### src/rtl/ide_bm_pkg.sv
package ide_bm_pkg;
    typedef enum logic [1:0] {
        SZ_BYTE = 2'd0,
        SZ_HALF = 2'd1,
        SZ_WORD = 2'd2,
        SZ_WIDE = 2'd3
    } acc_size_e;

    typedef enum logic {
        CH_IDLE   = 1'b0,
        CH_ACTIVE = 1'b1
    } ch_state_e;

    localparam int CMD_RUN   = 0;
    localparam int CMD_DIR   = 3;
    localparam int ST_ACTIVE = 0;
    localparam int ST_ERR    = 1;
    localparam int ST_IRQ    = 2;

    localparam logic [7:0] CMD_KEEP_MASK = 8'h09;
    localparam int SLICE_BITS = 3;
endpackage

### src/rtl/ide_bm_decode.sv
module ide_bm_decode
    import ide_bm_pkg::*;
#(
    parameter int NCH = 2,
    parameter int AW  = 4
) (
    input  logic           req_valid,
    input  logic           req_write,
    input  logic [AW-1:0]  req_addr,
    input  logic [1:0]     req_size,
    output logic [3:0]     lane_en,
    output logic           byte_acc,
    output logic           ptr_half,
    output logic [NCH-1:0] cmd_we,
    output logic [NCH-1:0] stat_we,
    output logic [NCH-1:0] ptr_we
);
    localparam int CHW = AW - SLICE_BITS;

    logic [CHW-1:0] ch_idx;
    assign ch_idx   = req_addr[AW-1:SLICE_BITS];
    assign ptr_half = req_addr[2];
    assign byte_acc = (acc_size_e'(req_size) == SZ_BYTE);

    always_comb begin
        unique case (acc_size_e'(req_size))
            SZ_BYTE: lane_en = 4'b0001 << req_addr[1:0];
            SZ_HALF: lane_en = req_addr[1] ? 4'b1100 : 4'b0011;
            default: lane_en = 4'b1111;
        endcase
    end

    for (genvar g = 0; g < NCH; g++) begin : g_ch
        logic hit;
        assign hit        = req_valid && req_write && (ch_idx == CHW'(g));
        assign cmd_we[g]  = hit && !ptr_half && byte_acc && (req_addr[1:0] == 2'd0);
        assign stat_we[g] = hit && !ptr_half && byte_acc && (req_addr[1:0] == 2'd2);
        assign ptr_we[g]  = hit && ptr_half;
    end

    always_comb begin

        single_target_chk: assert ($onehot0({cmd_we, stat_we, ptr_we}));
    end
endmodule

### src/rtl/ide_bm_channel.sv
module ide_bm_channel
    import ide_bm_pkg::*;
(
    input  logic        clk,
    input  logic        rst_n,
    input  logic        cmd_we,
    input  logic        stat_we,
    input  logic        ptr_we,
    input  logic [3:0]  lane_en,
    input  logic [31:0] wdata,
    input  logic        eng_err_set,
    input  logic        eng_irq_set,
    input  logic        eng_done,
    output logic [7:0]  cmd_q,
    output logic [7:0]  status,
    output logic [31:0] ptr_q,
    output logic        start_p,
    output logic        stop_p,
    output logic        dir,
    output logic        irq
);
    ch_state_e   state_q, state_d;
    logic [7:0]  wcmd, wst;
    logic        run_rise, run_fall;
    logic        err_q, irq_q;
    logic [1:0]  rw_q;

    assign wcmd     = wdata[7:0];
    assign wst      = wdata[23:16];
    assign run_rise = cmd_we && wcmd[CMD_RUN] && !cmd_q[CMD_RUN];
    assign run_fall = cmd_we && !wcmd[CMD_RUN] && cmd_q[CMD_RUN];

    always_comb begin
        state_d = state_q;
        unique case (state_q)
            CH_IDLE:   if (run_rise) state_d = CH_ACTIVE;
            CH_ACTIVE: if (run_fall || eng_done) state_d = CH_IDLE;
            default:   state_d = CH_IDLE;
        endcase
    end

    always_ff @(posedge clk or negedge rst_n) begin
        if (!rst_n) state_q <= CH_IDLE;
        else        state_q <= state_d;
    end

    always_ff @(posedge clk or negedge rst_n) begin
        if (!rst_n) begin
            start_p <= 1'b0;
            stop_p  <= 1'b0;
        end else begin
            start_p <= run_rise;
            stop_p  <= run_fall;
        end
    end

    always_ff @(posedge clk or negedge rst_n) begin
        if (!rst_n) begin
            cmd_q <= '0;
            err_q <= 1'b0;
            irq_q <= 1'b0;
            rw_q  <= '0;
        end else begin
            if (cmd_we)  cmd_q <= wcmd & CMD_KEEP_MASK;
            if (stat_we) rw_q  <= wst[6:5];
            err_q <= eng_err_set | (err_q & ~(stat_we & wst[ST_ERR]));
            irq_q <= eng_irq_set | (irq_q & ~(stat_we & wst[ST_IRQ]));
        end
    end

    always_ff @(posedge clk or negedge rst_n) begin
        if (!rst_n) begin
            ptr_q <= '0;
        end else begin
            for (int b = 0; b < 4; b++) begin
                if (ptr_we && lane_en[b]) ptr_q[8*b +: 8] <= wdata[8*b +: 8];
            end
            ptr_q[1:0] <= 2'b00;
        end
    end

    assign status = {1'b0, rw_q, 2'b00, irq_q, err_q, (state_q == CH_ACTIVE)};
    assign dir    = cmd_q[CMD_DIR];
    assign irq    = irq_q;


    start_active_chk: assert property (@(posedge clk) disable iff (!rst_n)
        start_p |-> status[ST_ACTIVE]);

    strobe_excl_chk: assert property (@(posedge clk) disable iff (!rst_n)
        !(start_p && stop_p));

    err_sticky_chk: assert property (@(posedge clk) disable iff (!rst_n)
        eng_err_set |=> status[ST_ERR]);

    irq_sticky_chk: assert property (@(posedge clk) disable iff (!rst_n)
        eng_irq_set |=> irq);

    err_hold_chk: assert property (@(posedge clk) disable iff (!rst_n)
        (!eng_err_set && !(stat_we && wst[ST_ERR])) |=> (status[ST_ERR] == $past(status[ST_ERR])));

    done_idle_chk: assert property (@(posedge clk) disable iff (!rst_n)
        (eng_done && !cmd_we) |=> !status[ST_ACTIVE]);
endmodule

### src/rtl/ide_busmaster_regs.sv
module ide_busmaster_regs
    import ide_bm_pkg::*;
#(
    parameter int NCH = 2,
    parameter int AW  = $clog2(NCH) + 3
) (
    input  logic              clk,
    input  logic              rst_n,
    input  logic              bus_valid,
    input  logic              bus_write,
    input  logic [AW-1:0]     bus_addr,
    input  logic [1:0]        bus_size,
    input  logic [31:0]       bus_wdata,
    output logic [31:0]       bus_rdata,
    input  logic [NCH-1:0]    eng_err_set,
    input  logic [NCH-1:0]    eng_irq_set,
    input  logic [NCH-1:0]    eng_done,
    output logic [NCH-1:0]    dma_start_o,
    output logic [NCH-1:0]    dma_stop_o,
    output logic [NCH-1:0]    dma_dir_o,
    output logic [NCH-1:0]    irq_o,
    output logic [32*NCH-1:0] prd_base_o
);
    localparam int CHW = AW - SLICE_BITS;

    logic [3:0]     lane_en;
    logic           byte_acc, ptr_half;
    logic [NCH-1:0] cmd_we, stat_we, ptr_we;
    logic [7:0]     ch_cmd  [NCH];
    logic [7:0]     ch_stat [NCH];
    logic [31:0]    ch_ptr  [NCH];
    logic [CHW-1:0] rd_ch;

    ide_bm_decode #(.NCH(NCH), .AW(AW)) u_decode (
        .req_valid (bus_valid),
        .req_write (bus_write),
        .req_addr  (bus_addr),
        .req_size  (bus_size),
        .lane_en   (lane_en),
        .byte_acc  (byte_acc),
        .ptr_half  (ptr_half),
        .cmd_we    (cmd_we),
        .stat_we   (stat_we),
        .ptr_we    (ptr_we)
    );

    for (genvar g = 0; g < NCH; g++) begin : g_chan
        ide_bm_channel u_chan (
            .clk         (clk),
            .rst_n       (rst_n),
            .cmd_we      (cmd_we[g]),
            .stat_we     (stat_we[g]),
            .ptr_we      (ptr_we[g]),
            .lane_en     (lane_en),
            .wdata       (bus_wdata),
            .eng_err_set (eng_err_set[g]),
            .eng_irq_set (eng_irq_set[g]),
            .eng_done    (eng_done[g]),
            .cmd_q       (ch_cmd[g]),
            .status      (ch_stat[g]),
            .ptr_q       (ch_ptr[g]),
            .start_p     (dma_start_o[g]),
            .stop_p      (dma_stop_o[g]),
            .dir         (dma_dir_o[g]),
            .irq         (irq_o[g])
        );
        assign prd_base_o[32*g +: 32] = ch_ptr[g];
    end

    assign rd_ch = bus_addr[AW-1:SLICE_BITS];

    always_comb begin
        bus_rdata = '0;
        if (int'(rd_ch) < NCH) begin
            if (!ptr_half) begin
                if (!byte_acc) begin
                    for (int b = 0; b < 4; b++)
                        if (lane_en[b]) bus_rdata[8*b +: 8] = 8'hFF;
                end else begin
                    unique case (bus_addr[1:0])
                        2'd0: bus_rdata[7:0]   = ch_cmd[rd_ch];
                        2'd1: bus_rdata[15:8]  = 8'hFF;
                        2'd2: bus_rdata[23:16] = ch_stat[rd_ch];
                        default: bus_rdata[31:24] = 8'hFF;
                    endcase
                end
            end else begin
                for (int b = 0; b < 4; b++)
                    if (lane_en[b]) bus_rdata[8*b +: 8] = ch_ptr[rd_ch][8*b +: 8];
            end
        end
    end
endmodule

### config.mk
export PLATFORM = sky130hd
export DESIGN_NAME = ide_busmaster_regs
export DESIGN_NICKNAME = d
export VERILOG_FILES = /design/src/rtl/ide_bm_pkg.sv /design/src/rtl/ide_bm_decode.sv /design/src/rtl/ide_bm_channel.sv /design/src/rtl/ide_busmaster_regs.sv
export SDC_FILE = /design/constraint.sdc
export NUM_CORES = 1
export LEC_CHECK = 0
export ABC_AREA = 1
export BUFFER_PORTS_ARGS = -buffer_cell sky130_fd_sc_hd__buf_2
export CAP_MARGIN = 40
export CORE_ASPECT_RATIO = 0.8
export CORE_MARGIN = 2
export CORE_UTILIZATION = 35
export DETAILED_ROUTE_END_ITERATION = 10
export HOLD_SLACK_MARGIN = 0.08
export MAX_ROUTING_LAYER = met4
export PLACE_DENSITY = 0.72
export SYNTH_ARGS = -nofsm -noshare
export SYNTH_HDL_FRONTEND = slang
export SYNTH_SLANG_ARGS = --single-unit
### constraint.sdc
create_clock -name clk -period 1.4 [get_ports clk]
set_input_delay 0.14 -clock clk [delete_from_list [all_inputs] [get_ports clk]]
set_output_delay 0.14 -clock clk [all_outputs]
set_load 0.03 [all_outputs]
==> Yosys cells after proc, flatten, opt, wreduce, memory -nomap -nowiden <==
Index checks and enable logic that the tools add are counted.
{ "totals": {"reg_bits": 78, "in_bits": 48, "out_inout_bits": 104} }
{ "op_classes": {"eq_ne": 3, "muxes": 31, "order_cmp": 1, "shift": 1, "bitwise": 20, "n_reduce_logical": 38} }
{ "ops": {"columns": ["op", "count"], "rows": [
  ["$mux W32", 5],
  ["$mux W8", 16],
  ["$logic_and A1 B1 Y1", 29],
  ["$and A1 B1 Y1", 8],
  ["$mux W4", 2],
  ["$pmux W4 S2", 1],
  ["$mux W7", 1],
  ["$not A1 Y1", 7],
  ["$eq A2 B1 Y1 const B", 2],
  ["$logic_not A1 Y1", 4],
  ["$logic_not A2 Y1", 2],
  ["$mux W1", 4],
  ["$or A1 B1 Y1", 4],
  ["$pmux W1 S2", 2],
  ["$shl A1 B2 Y4 const A", 1],
  ["$reduce_or A3 Y1", 1],
  ["$eq A2 B2 Y1 const B", 1],
  ["$ge A2 B2 Y1 const B", 1],
  ["$logic_or A1 B1 Y1", 2],
  ["$not A1 Y2", 1]
]} }

==> Depth between registers and ports, before layout <==
{ "logic_depth": {"ltp_word": 10, "depth_mapped": 8} }

==> Cells and area by module <==
A second synthesis with hierarchy kept.
{ "hier_totals": {"hier_cells": 625, "area_unflattened_um2": 4484.3} }
{ "by_module_without_submodules": {"columns": ["mod", "area_per_inst_um2", "cells_each", "instances", "seq_area_each_um2"], "rows": [
  ["ide_bm_channel", 1677.9, 180, 2, 975.9],
  ["ide_busmaster_regs", 1017.2, 241, 1, 0.0],
  ["ide_bm_decode", 111.4, 24, 1, 0.0]
]} }

==> Worst setup path after synthesis <==
Ideal clock, no wire load.
{ "synth_path": {"kind": "input to output", "from": "input port bus_addr[0]", "to": "output port bus_rdata[19]", "cell_stages": 5, "slack_ps": -83, "arrival_ps": 1343, "path_buffers": 0, "cell_sequence": "inv_1 nor2_4 nor2_4 nand2_1 o21ai_0"} }
{ "synth_between": {"elab_chain_cells": 5, "elab_cells_between_ends": 8, "cone_classes": "eq/ne: 1; shift: 1; mux: 6"} }
{ "synth_lines": {"columns": ["element", "line_no", "text"], "rows": [
  ["start: declaration", "ide_busmaster_regs.sv:11", "input logic [AW-1:0] bus_addr,"],
  ["$shl A1 B2 Y4", "ide_bm_decode.sv:27", "SZ_BYTE: lane_en = 4'b0001 << req_addr[1:0];"],
  ["$pmux W4 S2", "ide_bm_decode.sv:26", "unique case (acc_size_e'(req_size))"],
  ["$mux W8", "ide_busmaster_regs.sv:78", "if (lane_en[b]) bus_rdata[8*b +: 8] = 8'hFF;"],
  ["$mux W32", "ide_busmaster_regs.sv:76", "if (!byte_acc) begin"],
  ["$mux W32 *", "ide_busmaster_regs.sv:75", "if (!ptr_half) begin"],
  ["end: declaration", "ide_busmaster_regs.sv:14", "output logic [31:0] bus_rdata,"]
]} }
Mark *: on every way between the ends. The rest lies on a longest branch, timed or not.

==> Final worst setup path <==
{ "layout_path": {"from": "register g_chan[1].u_chan.cmd_q[0]", "to": "output port bus_rdata[0]"} }
{ "layout_between": {"elab_chain_cells": 6} }
{ "layout_lines": {"columns": ["element", "line_no", "text"], "rows": [
  ["start: declaration", "ide_bm_channel.sv:14", "output logic [7:0] cmd_q,"],
  ["start signal: assignment", "ide_bm_channel.sv:64", "if (cmd_we) cmd_q <= wcmd & CMD_KEEP_MASK;"],
  ["$mux W4 (implied by the code)", "ide_busmaster_regs.sv:81", "2'd0: bus_rdata[7:0] = ch_cmd[rd_ch];"],
  ["$mux W8 (implied by the code) (2 in a row)", "ide_busmaster_regs.sv:81", null],
  ["$mux W8", "ide_busmaster_regs.sv:80", "unique case (bus_addr[1:0])"],
  ["$mux W32", "ide_busmaster_regs.sv:76", null],
  ["$mux W32", "ide_busmaster_regs.sv:75", null]
]} }
No other way between the ends. The select of a mux whose other input is x is not followed.

==> summary by stage <==
Run status
The flow ran to the end, and the final reports show no timing, DRC or antenna violations.

Power and ir drop
Per report_power, the sequential group accounts for 37.5% of the total. Combinational logic burns 35.4% of the power. The worst-case IR drop observed on VDD is 0.619 mV. For this design the ratio of total power to cell area is 1400 nW/um^2. Of the total power, the share spent switching nets is 39.6%. In this run the static leakage power is 3.03 nW. The proportion of power drawn by the clock network is 27.1%. The internal portion of the total power is 0.00479 W.

In this run the power spent charging and discharging nets is 0.00314 W.

Cells and area
For this run, the number of standard cells in the final layout without fillers is 820. After filler insertion, the fill cell instance count of the layout stands at 1106. In the final layout, the multi-input gates occupy 1730 sq um. The post-route netlist has 37.4% of its cells at a drive strength greater than 1. The count of nets after finishing is 714. The area growth from synthesis to layout is 39.5%. Across the whole layout, storage elements account for 1950 sq um.

STA
The worst clock skew on the final layout is 5.19 ps. Setup slack closes at 9.38 ps. The count of endpoints failing setup in the final report is 0. The post-layout minimum cycle time is 1390 ps.

For this run, the top clock speed supported by timing is 719 MHz. Setup repair after global routing could not meet its margin everywhere. The worst hold slack after final layout is 88.6 ps. The final hold violation count is 0. The number of max-slew violations in the final report came to 0.

The post-route clock period utilization is 99.3%.

Detailed routing
The detailed router finished its first iteration with 186 violations. The number of search-and-repair iterations in the first detailed-routing pass is 5. The total number of vias is 3889. In the routed layout, each cell is associated on average with a via count of 4.74. The count of nets left with antenna violations after detail routing is 0.

After detailed routing, the total wire length is 11400 microns. After detailed routing, the number of remaining DRC violations is 0. The average routed wire per standard cell is 13.9 microns.

Critical path
The category of the worst setup path launch point is a flop. The kind of end point of the critical path is an output port. The required arrival time at the worst endpoint is 1260 ps. The setup check on the worst reg-to-reg path leaves a slack of 540 ps. The arrival time of the worst setup path is 1250 ps. In this run the critical register-to-register path is launched from g_chan[0].u_chan.cmd_q[0]. The critical path is of the reg2out type. The reg-to-reg critical path endpoint is g_chan[0].u_chan.state_q. The top fanout value on the critical path is 4. The number of cells traversed by the worst register-to-register path is 5.

Clock network
In this run, CTS created clock tree buffers numbering 9. The count of clock tree sinks is 78. The number of H-tree levels is 3. Clock latency on the worst-skew pair, taken at its later pin, is 330 ps.

The worst-case clock buffer depth is 2. The CTS tree is built. Clock-pin slew was measured on the worst setup and hold paths at 70 ps. The buffer type at the clock tree root is sky130_fd_sc_hd__clkbuf_16.

Flow run
The tool flagged a number of max-cap violations equal to 0.

Synth
The fraction of synthesis flops using an asynchronous set or reset pin is 100%. Counting flops with a built-in enable in the synthesized netlist gives 0. The sequential share of the synthesized area is 48.1%. The synthesized flop and latch total is 78.

The gate count after technology mapping is 486. The most frequent cell after synthesis is sky130_fd_sc_hd__nand2_1. Ranked by total cell area, the synthesized netlist is headed by sky130_fd_sc_hd__dfrtp_1 (48%), sky130_fd_sc_hd__nand2_1 (12%), sky130_fd_sc_hd__o21ai_2 (6.9%), sky130_fd_sc_hd__a21oi_1 (5.1%), sky130_fd_sc_hd__inv_1 (4.7%). For this run, the leading register cell type out of synthesis is sky130_fd_sc_hd__dfrtp_1.

The area share of the largest cell type after synthesis is 48.1%. The total of warnings raised by yosys is 0. The cell area after technology mapping is 4050 sq um. The mean cell area of the mapped netlist is 8.34 sq um. After synthesis, the most frequently instantiated cells are sky130_fd_sc_hd__nand2_1 (134), sky130_fd_sc_hd__dfrtp_1 (78), sky130_fd_sc_hd__inv_1 (51). Synthesis instantiated 27 different standard cells from the library. sky130_fd_sc_hd__dfrtp_1 takes more of the synthesized area than any other cell.

Floorplanning
The floorplan step defined a die boundary enclosing 12500 sq um. In this run the horizontal extent of the chip is 124 microns. The standard-cell row count is 35.

In this run the standard cell core region covers 11400 sq um. The die height is 100 microns. The top-level I/O count is 152. The initial core utilization is 35.6%.

Global routing
The remaining global-route overflow is 0. Entering global routing, the biggest net connects 79 pins. The initial antenna violation count is 0. The number of global-route vias before repair is 3587.

In the global route stage, overall resource usage came out at 18.4%. The global-route wire length before repair is 17900 microns.

Placement
Before CTS, the worst setup slack after placement is -25.9 ps. In this run the tool buffered the top-level ports with 146 buffer cells. Routability-driven placement finished with a final weighted congestion of 0.819. The HPWL after detailed placement is 8000 microns.

The number of placed instances, taps included, is 769.

Worst hold path
The beginning of the worst hold path is bus_wdata[16]. The min-delay analysis places its worst path in the category in2reg. The path with the worst hold slack has its endpoint at g_chan[0].u_chan.ptr_q[16]. The hold-critical path depth is 3.
registers in the layout, indices dropped and copies added, names as in the netlist:
signal                 count
g_chan.u_chan.ptr_q       60
g_chan.u_chan.err_q        2
g_chan.u_chan.start_p      2
g_chan.u_chan.stop_p       2
g_chan.u_chan.state_q      2
g_chan.u_chan.rw_q         4
g_chan.u_chan.irq          2
g_chan.u_chan.cmd_q        4
worst max-delay path, stage by stage (launching register included):
cell and delay, ps:
sky130_fd_sc_hd__dfrtp_1 360, sky130_fd_sc_hd__inv_2 50, sky130_fd_sc_hd__nand2_1 50, sky130_fd_sc_hd__o211ai_1 100, sky130_fd_sc_hd__a21oi_2 210, sky130_fd_sc_hd__buf_6 160
what timing repair did:
| action | 4_1_cts | 5_1_grt |
|---|---|---|
| setup buffers | 0 | 5 |
| setup endpoints to repair | 6 | 25 |
| pin swaps | 1 | 2 |
| hold buffers | 29 | 0 |
| gates cloned | 0 | 0 |
| endpoints found under the hold margin | 112 | 0 |
| resized for setup | 15 | 19 |
power groups by stage:
stage / clock network (W) / registers (W) / logic (W)
finish: 0.00215 / 0.00298 / 0.00281
floorplan: 0 / 0.00374 / 0.00108
global route: 0.00229 / 0.00303 / 0.00303
CTS: 0.00222 / 0.00298 / 0.00274
detailed placement: 0 / 0.00301 / 0.00266
global placement: 0 / 0.00299 / 0.00261
layout make-up:
cell class | instances | share of cell area, %
clock inverters | 6 | 0.818
repair buffers | 197 | 23.0
multi-input cells | 325 | 30.6
flip-flops and latches | 78 | 34.5
well taps | 148 | 3.27
clock buffers | 10 | 4.05
diodes | 1 | 0.0442
inverters | 55 | 3.69
cell usage in the layout, fill, tap and decap left out:
| master | count |
|---|---|
| sky130_fd_sc_hd__a21oi_1 | 36 |
| sky130_fd_sc_hd__a21oi_2 | 6 |
| sky130_fd_sc_hd__buf_12 | 5 |
| sky130_fd_sc_hd__buf_2 | 137 |
| sky130_fd_sc_hd__buf_4 | 18 |
| sky130_fd_sc_hd__buf_6 | 8 |
| sky130_fd_sc_hd__clkbuf_1 | 1 |
| sky130_fd_sc_hd__clkbuf_16 | 9 |
| sky130_fd_sc_hd__clkinv_2 | 1 |
| sky130_fd_sc_hd__clkinv_4 | 2 |
| sky130_fd_sc_hd__clkinvlp_4 | 2 |
| sky130_fd_sc_hd__conb_1 | 4 |
| sky130_fd_sc_hd__dfrtp_1 | 78 |
| sky130_fd_sc_hd__diode_2 | 1 |
| sky130_fd_sc_hd__dlygate4sd3_1 | 29 |
| sky130_fd_sc_hd__inv_1 | 49 |
| sky130_fd_sc_hd__inv_2 | 5 |
| sky130_fd_sc_hd__inv_4 | 1 |
| sky130_fd_sc_hd__inv_6 | 1 |
| sky130_fd_sc_hd__mux2i_1 | 7 |
| sky130_fd_sc_hd__nand2_1 | 134 |
| sky130_fd_sc_hd__nand2_2 | 5 |
| sky130_fd_sc_hd__nand2_4 | 6 |
| sky130_fd_sc_hd__nand3_1 | 12 |
| sky130_fd_sc_hd__nand3_2 | 5 |
| sky130_fd_sc_hd__nand4_1 | 4 |
| sky130_fd_sc_hd__nor2_1 | 19 |
| sky130_fd_sc_hd__nor2_2 | 1 |
| sky130_fd_sc_hd__nor2_4 | 6 |
| sky130_fd_sc_hd__o211ai_1 | 1 |
| sky130_fd_sc_hd__o21ai_0 | 17 |
| sky130_fd_sc_hd__o21ai_1 | 27 |
| sky130_fd_sc_hd__o21ai_2 | 33 |
| sky130_fd_sc_hd__o21bai_1 | 2 |
layer usage:
| metal | up-vias | part of all wire [%] | track usage, % |
|---|---|---|---|
| met2 | 132 | 46 | 28.5 |
| met3 | 18 | 6.5 | 3.78 |
| met4 | 0 | 1.7 | 6.14 |
| met1 | 1829 | 45 | 24.5 |
| met5 | - | 0 | - |
| li1 | 1910 | - | - |
cells by family after synthesis:
family | after synthesis | synth area share (%)
mux | 7 | 1.73
flops | 78 | 48.1
other cells | 1 | 0.0925
simple gates | 192 | 21.1
compound gates | 122 | 18.3
buf+inv | 86 | 10.6
worst max path at each step:
stage,startpoint,to,slack [ps],cells after the start
2_1_floorplan,bus_addr[0],bus_rdata[19],-80,5
3_3_place_gp,bus_addr[2],g_chan[1].u_chan.state_q,30,8
3_5_place_dp,bus_addr[3],g_chan[1].u_chan.ptr_q[15],-30,6
4_1_cts,g_chan[1].u_chan.cmd_q[0],bus_rdata[0],-20,5
5_1_grt,g_chan[1].u_chan.cmd_q[0],bus_rdata[0],-70,5
6_report,g_chan[1].u_chan.cmd_q[0],bus_rdata[0],9,5
per-stage QoR:
step / utilization, % / power [W] / TNS, ps / cell area, sq um
after CTS: 48.8 / 0.00794 / -17.3 / 5560
after floorplan: - / 0.00482 / -167 / 4070
final: 49.7 / 0.00793 / 0 / 5660
after global placement: 43.5 / 0.00560 / 0 / 4950
after detailed placement: 43.5 / 0.00567 / -60.0 / 4950
after global routing: 49.7 / 0.00835 / -124 / 5650
Note: power is estimated with default switching activity, not from simulation.
